[src/rtl/vlim_pkg.sv]
package vlim_pkg;

   localparam int unsigned NUM_LVL = 5;
   localparam int unsigned THERM_W = NUM_LVL - 1;
   localparam int unsigned LVL_W   = $clog2(NUM_LVL);

   typedef logic [LVL_W-1:0] lvl_t;

   // Ceiling in mV for each decoded level; out-of-range indices map to the top level.
   function automatic int unsigned lvl_max_mv(input int unsigned idx);
      case (idx)
         0:       return 4240;
         1:       return 4304;
         2:       return 4432;
         3:       return 4512;
         default: return 5504;
      endcase
   endfunction

   // Setpoint code of a level's ceiling, given the reference and step size.
   function automatic int unsigned lvl_code(input int unsigned idx,
                                            input int unsigned ref_mv,
                                            input int unsigned step_log2);
      return (lvl_max_mv(idx) - ref_mv) >> step_log2;
   endfunction

endpackage

[src/rtl/vlim_therm_dec.sv]
module vlim_therm_dec #(
   parameter int unsigned THERM_W = vlim_pkg::THERM_W,
   parameter int unsigned LVL_W   = vlim_pkg::LVL_W
) (
   input  logic [THERM_W-1:0] therm,
   output logic [LVL_W-1:0]   lvl
);

   generate
      if (THERM_W < 1) begin : g_bad_w
         $error("vlim_therm_dec: THERM_W must be at least 1");
      end
      if ((1 << LVL_W) <= THERM_W) begin : g_bad_lvl
         $error("vlim_therm_dec: LVL_W too narrow for THERM_W");
      end
   endgenerate

   // run[i] is set only when bits 0..i are all set.
   logic [THERM_W-1:0] run;

   generate
      for (genvar i = 0; i < THERM_W; i++) begin : g_run
         if (i == 0) begin : g_first
            assign run[i] = therm[i];
         end else begin : g_next
            assign run[i] = run[i-1] & therm[i];
         end
      end
   endgenerate

   always_comb begin
      lvl = '0;
      for (int i = 0; i < THERM_W; i++) begin
         if (run[i]) lvl = LVL_W'(i + 1);
      end
   end

endmodule

[src/rtl/vlim_clamp_path.sv]
module vlim_clamp_path #(
   parameter int unsigned REQ_W     = 16,
   parameter int unsigned SP_W      = 9,
   parameter int unsigned REF_MV    = 1104,
   parameter int unsigned STEP_LOG2 = 4,
   parameter int unsigned LVL_W     = vlim_pkg::LVL_W
) (
   input  logic [REQ_W-1:0] req,
   input  logic [LVL_W-1:0] lvl,
   output logic [SP_W-1:0]  code,
   output logic             over
);

   localparam int unsigned CW = REQ_W + 1;

   logic [CW-1:0] req_x, lim_x, ref_x, sel_x, delta_x, steps_x;
   logic          under;

   always_comb begin
      req_x = CW'(req);
      ref_x = CW'(REF_MV);
      lim_x = CW'(vlim_pkg::lvl_max_mv(32'(lvl)));
      under = req_x < ref_x;
      over  = req_x > lim_x;
      sel_x = over ? lim_x : req_x;
      delta_x = sel_x - ref_x;
   end

   generate
      if (STEP_LOG2 == 0) begin : g_unit_step
         assign steps_x = delta_x;
      end else begin : g_shift_step
         assign steps_x = delta_x >> STEP_LOG2;
      end
   endgenerate

   assign code = under ? '0 : SP_W'(steps_x);

endmodule

[src/rtl/chg_vlim_clamp.sv]
module chg_vlim_clamp #(
   parameter int unsigned REQ_W     = 16,
   parameter int unsigned SP_W      = 9,
   parameter int unsigned REF_MV    = 1104,
   parameter int unsigned STEP_LOG2 = 4
) (
   input  logic                          clk,
   input  logic                          rst_n,
   input  logic [REQ_W-1:0]              req_mv,
   input  logic                          req_wr,
   input  logic [vlim_pkg::THERM_W-1:0]  lim_therm,
   output logic [SP_W-1:0]               vset_code,
   output logic                          vset_over,
   output logic [vlim_pkg::LVL_W-1:0]    lim_idx
);

   import vlim_pkg::*;

   localparam int unsigned TOP_CODE = lvl_code(NUM_LVL - 1, REF_MV, STEP_LOG2);

   generate
      if (REF_MV >= lvl_max_mv(0)) begin : g_bad_ref
         $error("chg_vlim_clamp: REF_MV must lie below every ceiling");
      end
      if (TOP_CODE >= (1 << SP_W)) begin : g_bad_sp
         $error("chg_vlim_clamp: SP_W too narrow for the top ceiling code");
      end
      if ((1 << REQ_W) <= lvl_max_mv(NUM_LVL - 1)) begin : g_bad_req
         $error("chg_vlim_clamp: REQ_W cannot express the top ceiling");
      end
   endgenerate

   logic [REQ_W-1:0] req_q, req_eff;
   lvl_t             lvl_d;
   logic [SP_W-1:0]  code_d;
   logic             over_d;

   assign req_eff = req_wr ? req_mv : req_q;

   vlim_therm_dec #(
      .THERM_W (THERM_W),
      .LVL_W   (LVL_W)
   ) dec_i (
      .therm (lim_therm),
      .lvl   (lvl_d)
   );

   vlim_clamp_path #(
      .REQ_W     (REQ_W),
      .SP_W      (SP_W),
      .REF_MV    (REF_MV),
      .STEP_LOG2 (STEP_LOG2),
      .LVL_W     (LVL_W)
   ) path_i (
      .req  (req_eff),
      .lvl  (lvl_d),
      .code (code_d),
      .over (over_d)
   );

   always_ff @(posedge clk or negedge rst_n) begin
      if (!rst_n) begin
         req_q     <= '0;
         vset_code <= '0;
         vset_over <= 1'b0;
         lim_idx   <= '0;
      end else begin
         req_q     <= req_eff;
         vset_code <= code_d;
         vset_over <= over_d;
         lim_idx   <= lvl_d;
      end
   end

endmodule

[config.mk]
export PLATFORM = sky130hd
export DESIGN_NAME = chg_vlim_clamp
export DESIGN_NICKNAME = d
export VERILOG_FILES = /design/src/rtl/vlim_pkg.sv /design/src/rtl/vlim_therm_dec.sv /design/src/rtl/vlim_clamp_path.sv /design/src/rtl/chg_vlim_clamp.sv
export SDC_FILE = /design/constraint.sdc
export NUM_CORES = 1
export LEC_CHECK = 0
export BUFFER_PORTS_ARGS = -buffer_cell sky130_fd_sc_hd__buf_2
export CORE_AREA = 10 10 67 69
export CTS_CLUSTER_DIAMETER = 200
export DETAILED_ROUTE_END_ITERATION = 12
export DIE_AREA = 0 0 77 79
export PLACE_DENSITY = 0.81
export SYNTH_ARGS = -nofsm -noshare
export SYNTH_HDL_FRONTEND = slang
export SYNTH_SLANG_ARGS = --single-unit
[constraint.sdc]
create_clock -name clk -period 3.7 [get_ports clk]
set_input_delay 0.185 -clock clk [delete_from_list [all_inputs] [get_ports clk]]
set_output_delay 0.185 -clock clk [all_outputs]
set_load 0.02 [all_outputs]
After elaboration in Yosys (flattened, before gate mapping)

Cells that the tools add are included.

Register bits after elaboration: 29
Bits of input ports: 23
Output and inout bits: 13
Logic and storage cells: 22

Add/sub/neg operators: 1
$lt $le $gt $ge: 2
Eq/ne operators: 3
Mux-type cells: 8
Bitwise gates (word level): 3
Reductions and logical operators: 1

Operator list:

| cell                                                 | count |
|---|---|
| case mux 11 bit (4 select lines)                     | 1 |
| > comparator 16 x 13 -> 1 bit                        | 1 |
| < comparator 16 x 11 -> 1 bit, second input constant | 1 |
| two-way mux 16 bit                                   | 1 |
| two-way mux 13 bit                                   | 1 |
| subtractor 13 x 11 -> 13 bit, second input constant  | 1 |
| two-way mux 9 bit                                    | 1 |
| == test 3 x 2 -> 1 bit, second input constant        | 2 |
| two-way mux 2 bit                                    | 2 |
| AND 1 bit                                            | 3 |
| == test 3 x 1 -> 1 bit, second input constant        | 1 |
| zero test 3 bit                                      | 1 |
| two-way mux 3 bit                                    | 1 |
| two-way mux 1 bit                                    | 1 |

Longest topological paths before layout

Gate-level depths: netlist (run 1).

Depth in word-level cells: 10
Depth in mapped cells: 19
Gate-level depth less buffers: 16

Hierarchy

A second synthesis (run 1) with hierarchy kept.

Cells, all modules: 136
Area, all modules: 1611.5 µm²

By module, submodules not included:

| module          | instances | cells an instance | area an instance (µm²) | sequential area each (µm²) |
|---|---|---|---|---|
| chg_vlim_clamp  | 1         | 47                | 974.7                  | 725.7 |
| vlim_clamp_path | 1         | 83                | 606.8                  | 0.0 |
| vlim_therm_dec  | 1         | 6                 | 30.0                   | 0.0 |

Least setup slack after synthesis (run 1)

OpenSTA, ideal clock, no wires.

Kind: input to register
From: input req_wr
To: register vset_code[8]
Library setup time: 128 ps
Data arrival time: 3483 ps
Setup slack: 90 ps
Cell stages on the path: 16
Path buffers: 4
Cells stage by stage: clkbuf_8 > buf_2 > buf_2 > mux2_2 > ha_1 > nand4_1 > or4_4 > o22ai_2 > nand2_2 > buf_6 > mux2i_2 > ha_1 > o211ai_1 > a21oi_1 > o21bai_1 > mux2_1

Cells in the longest elaborated chain, start to end: 5
Elaborated cells on any way between the ends: 6

RTL lines:

| item                          | line                  | RTL |
|---|---|---|
| start, declared               | chg_vlim_clamp.sv:10  | `input logic req_wr,` |
| two-way mux 16 bit            | chg_vlim_clamp.sv:38  | `assign req_eff = req_wr ? req_mv : req_q;` |
| via path_i.req[5]             | vlim_clamp_path.sv:8  | `input logic [REQ_W-1:0] req,` |
| > comparator 16 x 13 -> 1 bit | vlim_clamp_path.sv:24 | `over = req_x > lim_x;` |
| via over_d                    | chg_vlim_clamp.sv:36  | `logic over_d;` |
| two-way mux 13 bit            | vlim_clamp_path.sv:25 | `sel_x = over ? lim_x : req_x;` |
| subtractor 13 x 11 -> 13 bit  | vlim_clamp_path.sv:26 | `delta_x = sel_x - ref_x;` |
| two-way mux 9 bit             | vlim_clamp_path.sv:37 | `assign code = under ? '0 : SP_W'(steps_x);` |
| via code_d[8]                 | chg_vlim_clamp.sv:35  | `logic [SP_W-1:0] code_d;` |
| end signal, assigned          | chg_vlim_clamp.sv:69  | `vset_code <= code_d;` |
| end, declared                 | chg_vlim_clamp.sv:12  | `output logic [SP_W-1:0] vset_code,` |

The timed path passes the listed nets, and every way through them passes these cells.

Worst setup path in the final report (run 1)

From: register req_q[7]
To: register vset_code[8]

Cells in the longest elaborated chain, start to end: 5
Elaborated cells on any way between the ends: 6

RTL lines:

| item                          | line                  | RTL |
|---|---|---|
| start, declared               | chg_vlim_clamp.sv:33  | `logic [REQ_W-1:0] req_q, req_eff;` |
| start signal, assigned        | chg_vlim_clamp.sv:68  | `req_q <= req_eff;` |
| two-way mux 16 bit *          | chg_vlim_clamp.sv:38  |  |
| via path_i.req[7]             | vlim_clamp_path.sv:8  |  |
| > comparator 16 x 13 -> 1 bit | vlim_clamp_path.sv:24 |  |
| two-way mux 13 bit            | vlim_clamp_path.sv:25 |  |
| subtractor 13 x 11 -> 13 bit  | vlim_clamp_path.sv:26 |  |
| two-way mux 9 bit *           | vlim_clamp_path.sv:37 |  |
| via code_d[8]                 | chg_vlim_clamp.sv:35  |  |

Mark *: on every way through the listed nets, which the timed path passes. The rest lies on a longest branch.

==> results of run 1 <==
## layout by cell type (no fill, tap or decap), drive strengths merged, types with 2 or more instances in the layout
cell    instances
ha              7
a211oi          2
buf            39
nand2          10
dfrtp          29
o31ai           2
o211ai          2
nand4           2
inv             8
xor2            2
a21o            3
nor3            7
mux2i           9
nor2           12
nor4            2
nand3           5
mux2           10
o21bai          2
a21oi          10
o21ai           7
clkbuf          7
nor2b           3
## metrics by stage
stage               hold slack [ns]  setup slack (ns)
detailed placement           0.2381            0.1255
finish                      0.06697            0.2519
CTS                         0.06254            0.2742
floorplan                   -0.1106           0.08982
global route                0.06158          0.006729
global placement             0.2306            0.2588
## power breakdown
group | internal [mW] | switching (mW)
sequential | 0.346 | 0.0124
clock | 0.0895 | 0.0990
combinational | 0.0727 | 0.103
total | 0.508 | 0.215
## path summary, 6_finish.rpt
check	slack [ns]	endpoint	cells past startpoint	start
min	0.07	lim_idx[0]$_DFF_PN0_	2	lim_therm[3]
max reg2reg	0.25	vset_code[8]$_DFF_PN0_	13	req_q[7]$_DFF_PN0_
max	0.25	vset_code[8]$_DFF_PN0_	13	req_q[7]$_DFF_PN0_
max in group asynchronous	2.88	lim_idx[1]$_DFF_PN0_	2	rst_n
min in group asynchronous	0.41	req_q[6]$_DFF_PN0_	2	rst_n
min reg2reg	0.51	req_q[15]$_DFF_PN0_	1	req_q[15]$_DFF_PN0_
## kinds of logic (layout without fill, tap and decap cells)
kind of cell | Yosys count | in the layout | synth area share, %
and+or+nand+nor | 49 | 49 | 16.29
adders and majority gates | 7 | 7 | 5.456
AOI/OAI and AO/OA | 33 | 33 | 13.48
DFF | 29 | 29 | 45.21
buffers and inverters | 12 | 55 | 4.053
muxes | 19 | 19 | 13.87
xor gates and xnor gates | 3 | 3 | 1.637
## per-layer routing
layer / vias to the layer above / track usage, %
met1: 592 / 14.64
met2: 40 / 20.91
met3: 7 / 6.419
met5: - / 0
met4: 0 / 5.474
li1: 638 / -
## layout make-up
cell class / count / area (um^2) / share of cell area (%)
Clock buffer: 7 / 55.05 / 2.900
Multi-Input combinational cell: 111 / 814.5 / 42.91
Tap cell: 46 / 57.56 / 3.032
Inverter: 8 / 30.03 / 1.582
Sequential cell: 29 / 725.7 / 38.23
Timing Repair Buffer: 40 / 215.2 / 11.34
## sequential cells by signal, indices dropped and copies added, names as in the netlist
| name | flops |
|---|---|
| lim_idx | 3 |
| req_q | 16 |
| vset_code | 9 |
| vset_over | 1 |
## cell usage after synthesis, drive strengths merged, types with 3 or more instances
library cell	count	area (um^2)
o21ai	7	35.03
a21o	3	22.52
a21oi	10	50.05
buf	3	21.27
nand2	10	40.04
nor2	12	45.04
mux2i	9	106.4
dfrtp	29	725.7
nor2b	3	18.77
nor3	7	45.04
mux2	10	116.4
ha	7	87.58
nand3	5	25.02
inv	8	30.03
## critical path, cell delays in order, from the launching register on
cell,delay [ns]
dfrtp_1,0.40
mux2i_1,0.21
inv_1,0.12
ha_1,0.33
nand4_1,0.13
or4_4,0.45
o22ai_2,0.22
nand2_2,0.18
mux2i_2,0.21
ha_1,0.25
o211ai_1,0.25
a21oi_1,0.10
o21bai_1,0.15
mux2_1,0.33
## repair_timing
action                                 in CTS  in global routing
buffers inserted                            0                  0
endpoints found under the hold margin      29                  0
hold buffers                                1                  0
==> results.yml, run 1 <==
min_path:
  min_path_type: "in -> reg"
global_routing:
  grtUsageTotal_pct: 13.07
  grt_first_pass_wirelength_um: 6382
  grt_max_degree: 30
  antenna_found_initial: 0
  grt_pass1_vias: 1420
  grt-ovfl-total: 0
worst_setup_path:
  crit_arrival_ns: 3.66
  crit_type: "reg -> reg"
  worst_setup_path_end_kind: "register"
  required_ns: 3.91
  start_kind: "register"
  crit_path_max_fanout: 8
drt:
  wirelength_um: 3739
  first_pass_iters: 4
  wl_met2_um: 1677
  ant_nets: 0
  top_layer: "met4"
  num_vias: 1277
  route.detailed.drc: 0
  met3_length_um: 295
  wl_per_cell_um: 15.51
  wl_met1_um: 1680
  vias_per_cell: 5.299
  first_iter_violations: 57
timing:
  skew_ns: 0.008113
  setup_violations: 0
  drv_slew: 0
  period_needed_ns: 3.448
  slew_headroom_pct: 56.76
  hold_viol_final: 0
  fmax_ghz: 0.2900
  rsz0062_at_grt: "false"
  timing.final.crit_share_pct: 93.19
  fin_tns_setup_ns: 0
  worstMarginPinSlew_ns: 0.6451
floorplanning:
  rows: 21
  pin_count: 36
  die_w_um: 77
  die-area_mm2: 0.006083
  die_h_um: 79
  start_util_pct: 49.67
  core_area_mm2: 0.003232
placement:
  dpl_cell_area_mm2: 0.001833
  dp_hpwl_um: 2968
  portBuffers: 35
  dp.cells: 233
  gp_congestion: 0.8780
synthesis:
  synth.avg_cell_area_um2: 10.56
  syn_nets: 182
  synth_cell_types: 43
  yosys_register_bits: 29
  async_flop_share_pct: 100.0
  ys_seq_area_share_pct: 45.21
  yosysWarnings: 0
  syn_area_mm2: 0.001605
  synth_edf_count: 0
  synthCells: 152
  synthFlopType: "dfrtp_1"
layout:
  finalNonFillerCells: 241
  drive_gt1_share_pct: 31.79
  antenna_cells: 0
  syn_to_final_growth_pct: 18.24
  fin_util_pct: 58.73
  design_area_mm2: 0.001898
  nets: 225
  fillers: 292
clocking:
  cts_buffer_depth: 2
  clk_latency_ns: 0.32
  htreeDepth: 2
  root_buffer: "clkbuf_4"
  clock-sinks: 29
  clk_pin_slew_ns: 0.09
  cts_buffers: 5
  cts_resized: 0
  cts_tree: "yes"
job:
  maxCapViolations: 0
pwr:
  peakVddDrop_mv: 0.2746
  p_per_area_mw_per_mm2: 380.9
  power_mw: 0.7229
  power_leakage_nw: 0.9089
run_status:
  outcome: "finished clean"
Note: power is estimated with default switching activity, not from simulation.
==> run 2: changes to the inputs <==
--- a/config.mk
+++ b/config.mk
@@ -6,11 +6,11 @@
 export NUM_CORES = 1
 export LEC_CHECK = 0
 export BUFFER_PORTS_ARGS = -buffer_cell sky130_fd_sc_hd__buf_2
-export CORE_AREA = 10 10 67 69
+export CORE_AREA = 10 10 73 63
 export CTS_CLUSTER_DIAMETER = 200
 export DETAILED_ROUTE_END_ITERATION = 12
-export DIE_AREA = 0 0 77 79
-export PLACE_DENSITY = 0.81
+export DIE_AREA = 0 0 83 73
+export PLACE_DENSITY = 0.82
 export SYNTH_ARGS = -nofsm -noshare
 export SYNTH_HDL_FRONTEND = slang
 export SYNTH_SLANG_ARGS = --single-unit
==> results.yml, run 2 (synthesis gave the netlist of run 1 again) <==
min_path:
  min-delay-start: "lim_therm[3]"
  min_path_type: "in -> reg"
  worstHoldEndpoint: "lim_idx[0]$_DFF_PN0_"
  hold_depth: 2
drt:
  wl_per_cell_um: 16.42
  wirelength_um: 3892
  first_pass_iters: 4
  route.detailed.drc: 0
  num_vias: 1308
  ant_nets: 0
  vias_per_cell: 5.519
  first_iter_violations: 104
global_routing:
  grt_max_degree: 30
  grt-ovfl-total: 0
  grt_pass1_vias: 1342
  grtUsageTotal_pct: 13.17
  antenna_found_initial: 0
  grt_first_pass_wirelength_um: 6541
pwr:
  peakVddDrop_mv: 0.2954
  p_int_mw: 0.5873
  p_seq_share_pct: 43.6
  p_per_area_mw_per_mm2: 426.4
  clkPwrFrac_pct: 34.6
  power_mw: 0.8259
  power_leakage_nw: 0.9338
  p_comb_share_pct: 21.8
  switching_share_pct: 28.89
  p_sw_mw: 0.2387
timing:
  period_needed_ns: 3.444
  worstMarginPinSlew_ns: 0.6360
  rsz0062_at_grt: "false"
  hold_viol_final: 0
  skew_ns: 0.002916
  slew_headroom_pct: 57.60
  timing.final.crit_share_pct: 93.07
  fin_tns_setup_ns: 0
  drv_slew: 0
  setup_violations: 0
  fmax_ghz: 0.2904
layout:
  antenna_cells: 0
  design_area_mm2: 0.001937
  largest_reg_flops: 16
  final_common_cell: "buf_2"
  top_regs: "req_q: 16 flops, vset_code: 9 flops, lim_idx: 3 flops"
  fin_util_pct: 59.91
  syn_to_final_growth_pct: 20.65
  layout_common_cells: "buf_2 (35), dfrtp_1 (29), nor2_1 (12)"
  finalNonFillerCells: 237
  nets: 224
  regMostFlops: "req_q"
  drive_gt1_share_pct: 32.31
worst_setup_path:
  cp_slowest_stage_delay_ns: 0.43
  rrSetupSlack_ns: 0.26
  crit_type: "reg -> reg"
  required_ns: 3.87
  crit_arrival_ns: 3.61
  rr_startpoint: "req_q[7]$_DFF_PN0_"
  crit_buf_inv: 1
  cp_cell_sequence: "mux2i_1 > inv_1 > ha_1 > nand4_1 > or4_4 > o22ai_2 > nand2_4 > mux2i_2 > ha_1 > o211ai_1 > a21oi_1 > o21bai_1 > mux2_1"
  cpMaxStageDelayCell: "or4_4"
  worst_setup_path_end_kind: "register"
  cp_num_cells: 13
  reg2reg_to: "vset_code[8]$_DFF_PN0_"
  crit_path_frequent_cell: "ha_1"
  start_kind: "register"
  crit_path_max_fanout: 12
  cp_top_family: "compound AO/OA/AOI/OAI gates"
  r2r_cells: 13
placement:
  dp.cells: 228
  portBuffers: 35
  gp_congestion: 0.8807
  dpl_cell_area_mm2: 0.001821
  dp_hpwl_um: 3071
floorplanning:
  die-area_mm2: 0.006059
  core_area_mm2: 0.003233
  pin_count: 36
  die_h_um: 73
  start_util_pct: 49.65
  die_w_um: 83
  rows: 19
clocking:
  clk_pin_slew_ns: 0.06
  cts_buffers: 5
  root_buffer: "clkbuf_8"
  htreeDepth: 2
  clk_latency_ns: 0.28
  cts_tree: "yes"
  cts_buffer_depth: 2
  clock-sinks: 29
job:
  maxCapViolations: 0
run_status:
  outcome: "finished clean"
[run 2: layout make-up]
cell class | instances | area (um^2)
Fill cell | 289 | 1296
Multi-Input combinational cell | 111 | 819.5
Sequential cell | 29 | 725.7
Timing Repair Buffer | 39 | 207.7
Clock buffer | 7 | 96.34
Tap cell | 42 | 52.55
Inverter | 8 | 30.03
Clock inverter | 1 | 5.005
[run 2: worst register-to-register path: stages (launching register included)]
cell and delay (ns):
dfrtp_1 0.39, mux2i_1 0.20, inv_1 0.13, ha_1 0.35
nand4_1 0.11, or4_4 0.43, o22ai_2 0.25, nand2_4 0.16
mux2i_2 0.19, ha_1 0.27, o211ai_1 0.25, a21oi_1 0.10
o21bai_1 0.16, mux2_1 0.33
[run 2: worst max path at each step]
stage                                   from                endpoint  slack (ns)
after CTS                 req_q[7]$_DFF_PN0_  vset_code[8]$_DFF_PN0_        0.22
after global routing      req_q[7]$_DFF_PN0_  vset_code[8]$_DFF_PN0_        0.02
after global placement                req_wr  vset_code[8]$_DFF_PN0_        0.25
after detailed placement              req_wr  vset_code[8]$_DFF_PN0_        0.17
final                     req_q[7]$_DFF_PN0_  vset_code[8]$_DFF_PN0_        0.26
after floorplan                       req_wr  vset_code[8]$_DFF_PN0_        0.09
[run 2: stage by stage]
stage,setup slack [ns],hold slack [ns]
after floorplan,0.08982,-0.1106
after global placement,0.2506,0.2421
after detailed placement,0.1697,0.2425
after CTS,0.2164,0.1219
after global routing,0.02377,0.1450
final,0.2564,0.1224
[run 2: power by group through the flow]
stage / Clock [mW] / Combinational [mW] / Sequential (mW)
after detailed placement: 0 / 0.177 / 0.366
after global placement: 0 / 0.173 / 0.364
after CTS: 0.291 / 0.179 / 0.360
after global routing: 0.300 / 0.199 / 0.363
final: 0.286 / 0.180 / 0.360
after floorplan: 0 / 0.100 / 0.379
[run 2: timing repair]
action,4_1_cts,5_1_grt
hold buffers,1,0
gates resized for setup,0,1
endpoints found under the setup margin,0,1
setup buffers,0,0
hold endpoints to repair,29,0
[run 2: metal layers]
| metal | track usage (%) | up-vias | part of all wire [%] |
|---|---|---|---|
| li1 | - | 636 | - |
| met1 | 14.78 | 617 | 41 |
| met2 | 22.43 | 41 | 49 |
| met3 | 3.683 | 14 | 6.1 |
| met4 | 7.170 | 0 | 3.2 |
| met5 | 0 | - | 0 |
==> run 3: changes to the inputs <==
--- a/config.mk
+++ b/config.mk
@@ -5,11 +5,11 @@
 export SDC_FILE = /design/constraint.sdc
 export NUM_CORES = 1
 export LEC_CHECK = 0
-export BUFFER_PORTS_ARGS = -buffer_cell sky130_fd_sc_hd__buf_2
-export CORE_AREA = 10 10 73 63
+export CORE_AREA = 10 10 68 59
 export CTS_CLUSTER_DIAMETER = 200
 export DETAILED_ROUTE_END_ITERATION = 12
-export DIE_AREA = 0 0 83 73
+export DIE_AREA = 0 0 78 69
+export DONT_BUFFER_PORTS = 1
 export PLACE_DENSITY = 0.82
 export SYNTH_ARGS = -nofsm -noshare
 export SYNTH_HDL_FRONTEND = slang
==> results.yml, run 3 (synthesis gave the netlist of run 1 again) <==
drt:
  wl_per_cell_um: 18.27
  vias_per_cell: 5.951
  route.detailed.drc: 0
  ant_nets: 0
  num_vias: 1226
  wirelength_um: 3763
  first_pass_iters: 4
  first_iter_violations: 127
clocking:
  post_cts_buffers: 0
  cts_buffer_depth: 2
  root_buffer: "clkbuf_4"
  cts_buffers: 5
  cts_tree: "yes"
  clock-sinks: 29
  htreeDepth: 2
  clk_latency_ns: 0.34
  clk_pin_slew_ns: 0.09
worst_setup_path:
  crit_arrival_ns: 3.61
  worst_setup_path_end_kind: "register"
  rr_startpoint: "req_q[7]$_DFF_PN0_"
  start_kind: "register"
  crit_type: "reg -> reg"
  crit_path_max_fanout: 5
  reg2reg_to: "vset_code[8]$_DFF_PN0_"
  required_ns: 3.92
  r2r_cells: 13
  rrSetupSlack_ns: 0.31
  endpoint: "vset_code[8]$_DFF_PN0_"
  crit_start: "req_q[7]$_DFF_PN0_"
timing:
  setup_slack_ns: 0.3066
  period_needed_ns: 3.393
  slew_headroom_pct: 61.65
  rsz0062_at_grt: "false"
  fmax_ghz: 0.2947
  drv_slew: 0
  timing.final.crit_share_pct: 91.71
  worstMarginPinSlew_ns: 0.5722
  hold_viol_final: 0
  fin_tns_setup_ns: 0
  setup_violations: 0
  skew_ns: 0.007644
layout:
  largest_reg_flops: 16
  regMostFlops: "req_q"
  top_regs: "req_q: 16 flops, vset_code: 9 flops, lim_idx: 3 flops"
  layout_common_cells: "dfrtp_1 (29), nor2_1 (12), dlygate4sd3_1 (11)"
  final_common_cell: "dfrtp_1"
  syn_to_final_growth_pct: 12.47
  fin_util_pct: 67.91
  nets: 199
  antenna_cells: 0
  fillers: 213
  drive_gt1_share_pct: 15.48
pwr:
  p_sw_mw: 0.2116
  p_seq_share_pct: 55.0
  power_leakage_nw: 0.8031
  clkPwrFrac_pct: 25.1
  p_comb_share_pct: 19.9
  p_int_mw: 0.4769
  power_mw: 0.6885
  switching_share_pct: 30.73
  p_per_area_mw_per_mm2: 381.4
  peakVddDrop_mv: 0.2845
placement:
  gp_congestion: 0.9110
  portBuffers: 0
  dp_slack_ns: 0.3268
  dp_hpwl_um: 2871
global_routing:
  grt_max_degree: 31
  grt_first_pass_wirelength_um: 6196
  grt-ovfl-total: 0
  grt_pass1_vias: 1231
  grtUsageTotal_pct: 14.37
  antenna_found_initial: 0
min_path:
  min_path_type: "in -> reg"
  min-delay-start: "req_wr"
floorplanning:
  die-area_mm2: 0.005382
  die_w_um: 78
  rows: 17
  core_area_mm2: 0.002659
  die_h_um: 69
  start_util_pct: 60.38
  pin_count: 36
run_status:
  outcome: "finished clean"
job:
  maxCapViolations: 0
[run 3: cell count changes in the layout (fill, tap and decap cells not counted)]
cell	before	now
nand2_4	1	0
dlygate4sd3_1	1	11
buf_12	0	1
nand2_2	0	1
buf_2	35	0
clkbuf_4	0	5
clkbuf_8	7	0
buf_4	3	2
[run 3: what timing repair did]
item / 4_1_cts / 5_1_grt
endpoints found under the hold margin: 36 / 2
resized for setup: 0 / 0
hold buffers: 10 / 2
[run 3: power groups by stage]
stage,logic [mW],registers (mW),clock network [mW]
final,0.137,0.379,0.173
after global placement,0.115,0.384,0
after floorplan,0.100,0.379,0
after detailed placement,0.117,0.386,0
after global routing,0.153,0.383,0.194
after CTS,0.134,0.380,0.174
[run 3: worst min-delay path by stage]
stage,endpoint,slack (ns),cells past startpoint
after global routing,req_q[0]$_DFF_PN0_,0.0009,1
after CTS,req_q[15]$_DFF_PN0_,0.003,1
after global placement,req_q[10]$_DFF_PN0_,-0.11,0
after detailed placement,req_q[10]$_DFF_PN0_,-0.11,0
after floorplan,lim_idx[0]$_DFF_PN0_,-0.11,0
final,req_q[0]$_DFF_PN0_,0.03,1
[run 3: worst max-delay path, cell delays in order, from the launching register on]
cell,delay (ns)
dfrtp_1,0.40
mux2i_1,0.18
inv_1,0.12
ha_1,0.33
nand4_1,0.10
or4_4,0.43
o22ai_2,0.22
nand2_2,0.15
mux2i_2,0.19
ha_1,0.27
o211ai_1,0.28
a21oi_1,0.11
o21bai_1,0.15
mux2_1,0.35
[run 3: cell type report]
class                   instances  area [um^2]  share of cell area (%)
inverters                       8        30.03                   1.663
repair buffers                 14        145.1                   8.039
clock inverters                 1        5.005                  0.2772
multi-input cells             111        814.5                   45.11
flip-flops and latches         29        725.7                   40.19
clock buffers                   5        37.54                   2.079
well taps                      38        47.55                   2.633
[run 3: through the flow]
step / hold slack (ns) / cell area (um^2) / cells
after floorplan: -0.1106 / 1605 / 152
after global placement: -0.1096 / 1633 / 188
after detailed placement: -0.1094 / 1633 / 188
after CTS: 0.002776 / 1785 / 204
after global routing: 0.0009324 / 1805 / 206
final: 0.02592 / 1805 / 206
[run 3: per-layer routing]
layer	GRT usage, %	vias to the layer above	routed length [um]
met3	7.235	7	354
met1	17.27	594	1543
met4	4.142	0	59
met2	22.01	44	1805
met5	0	-	0
li1	-	581	-
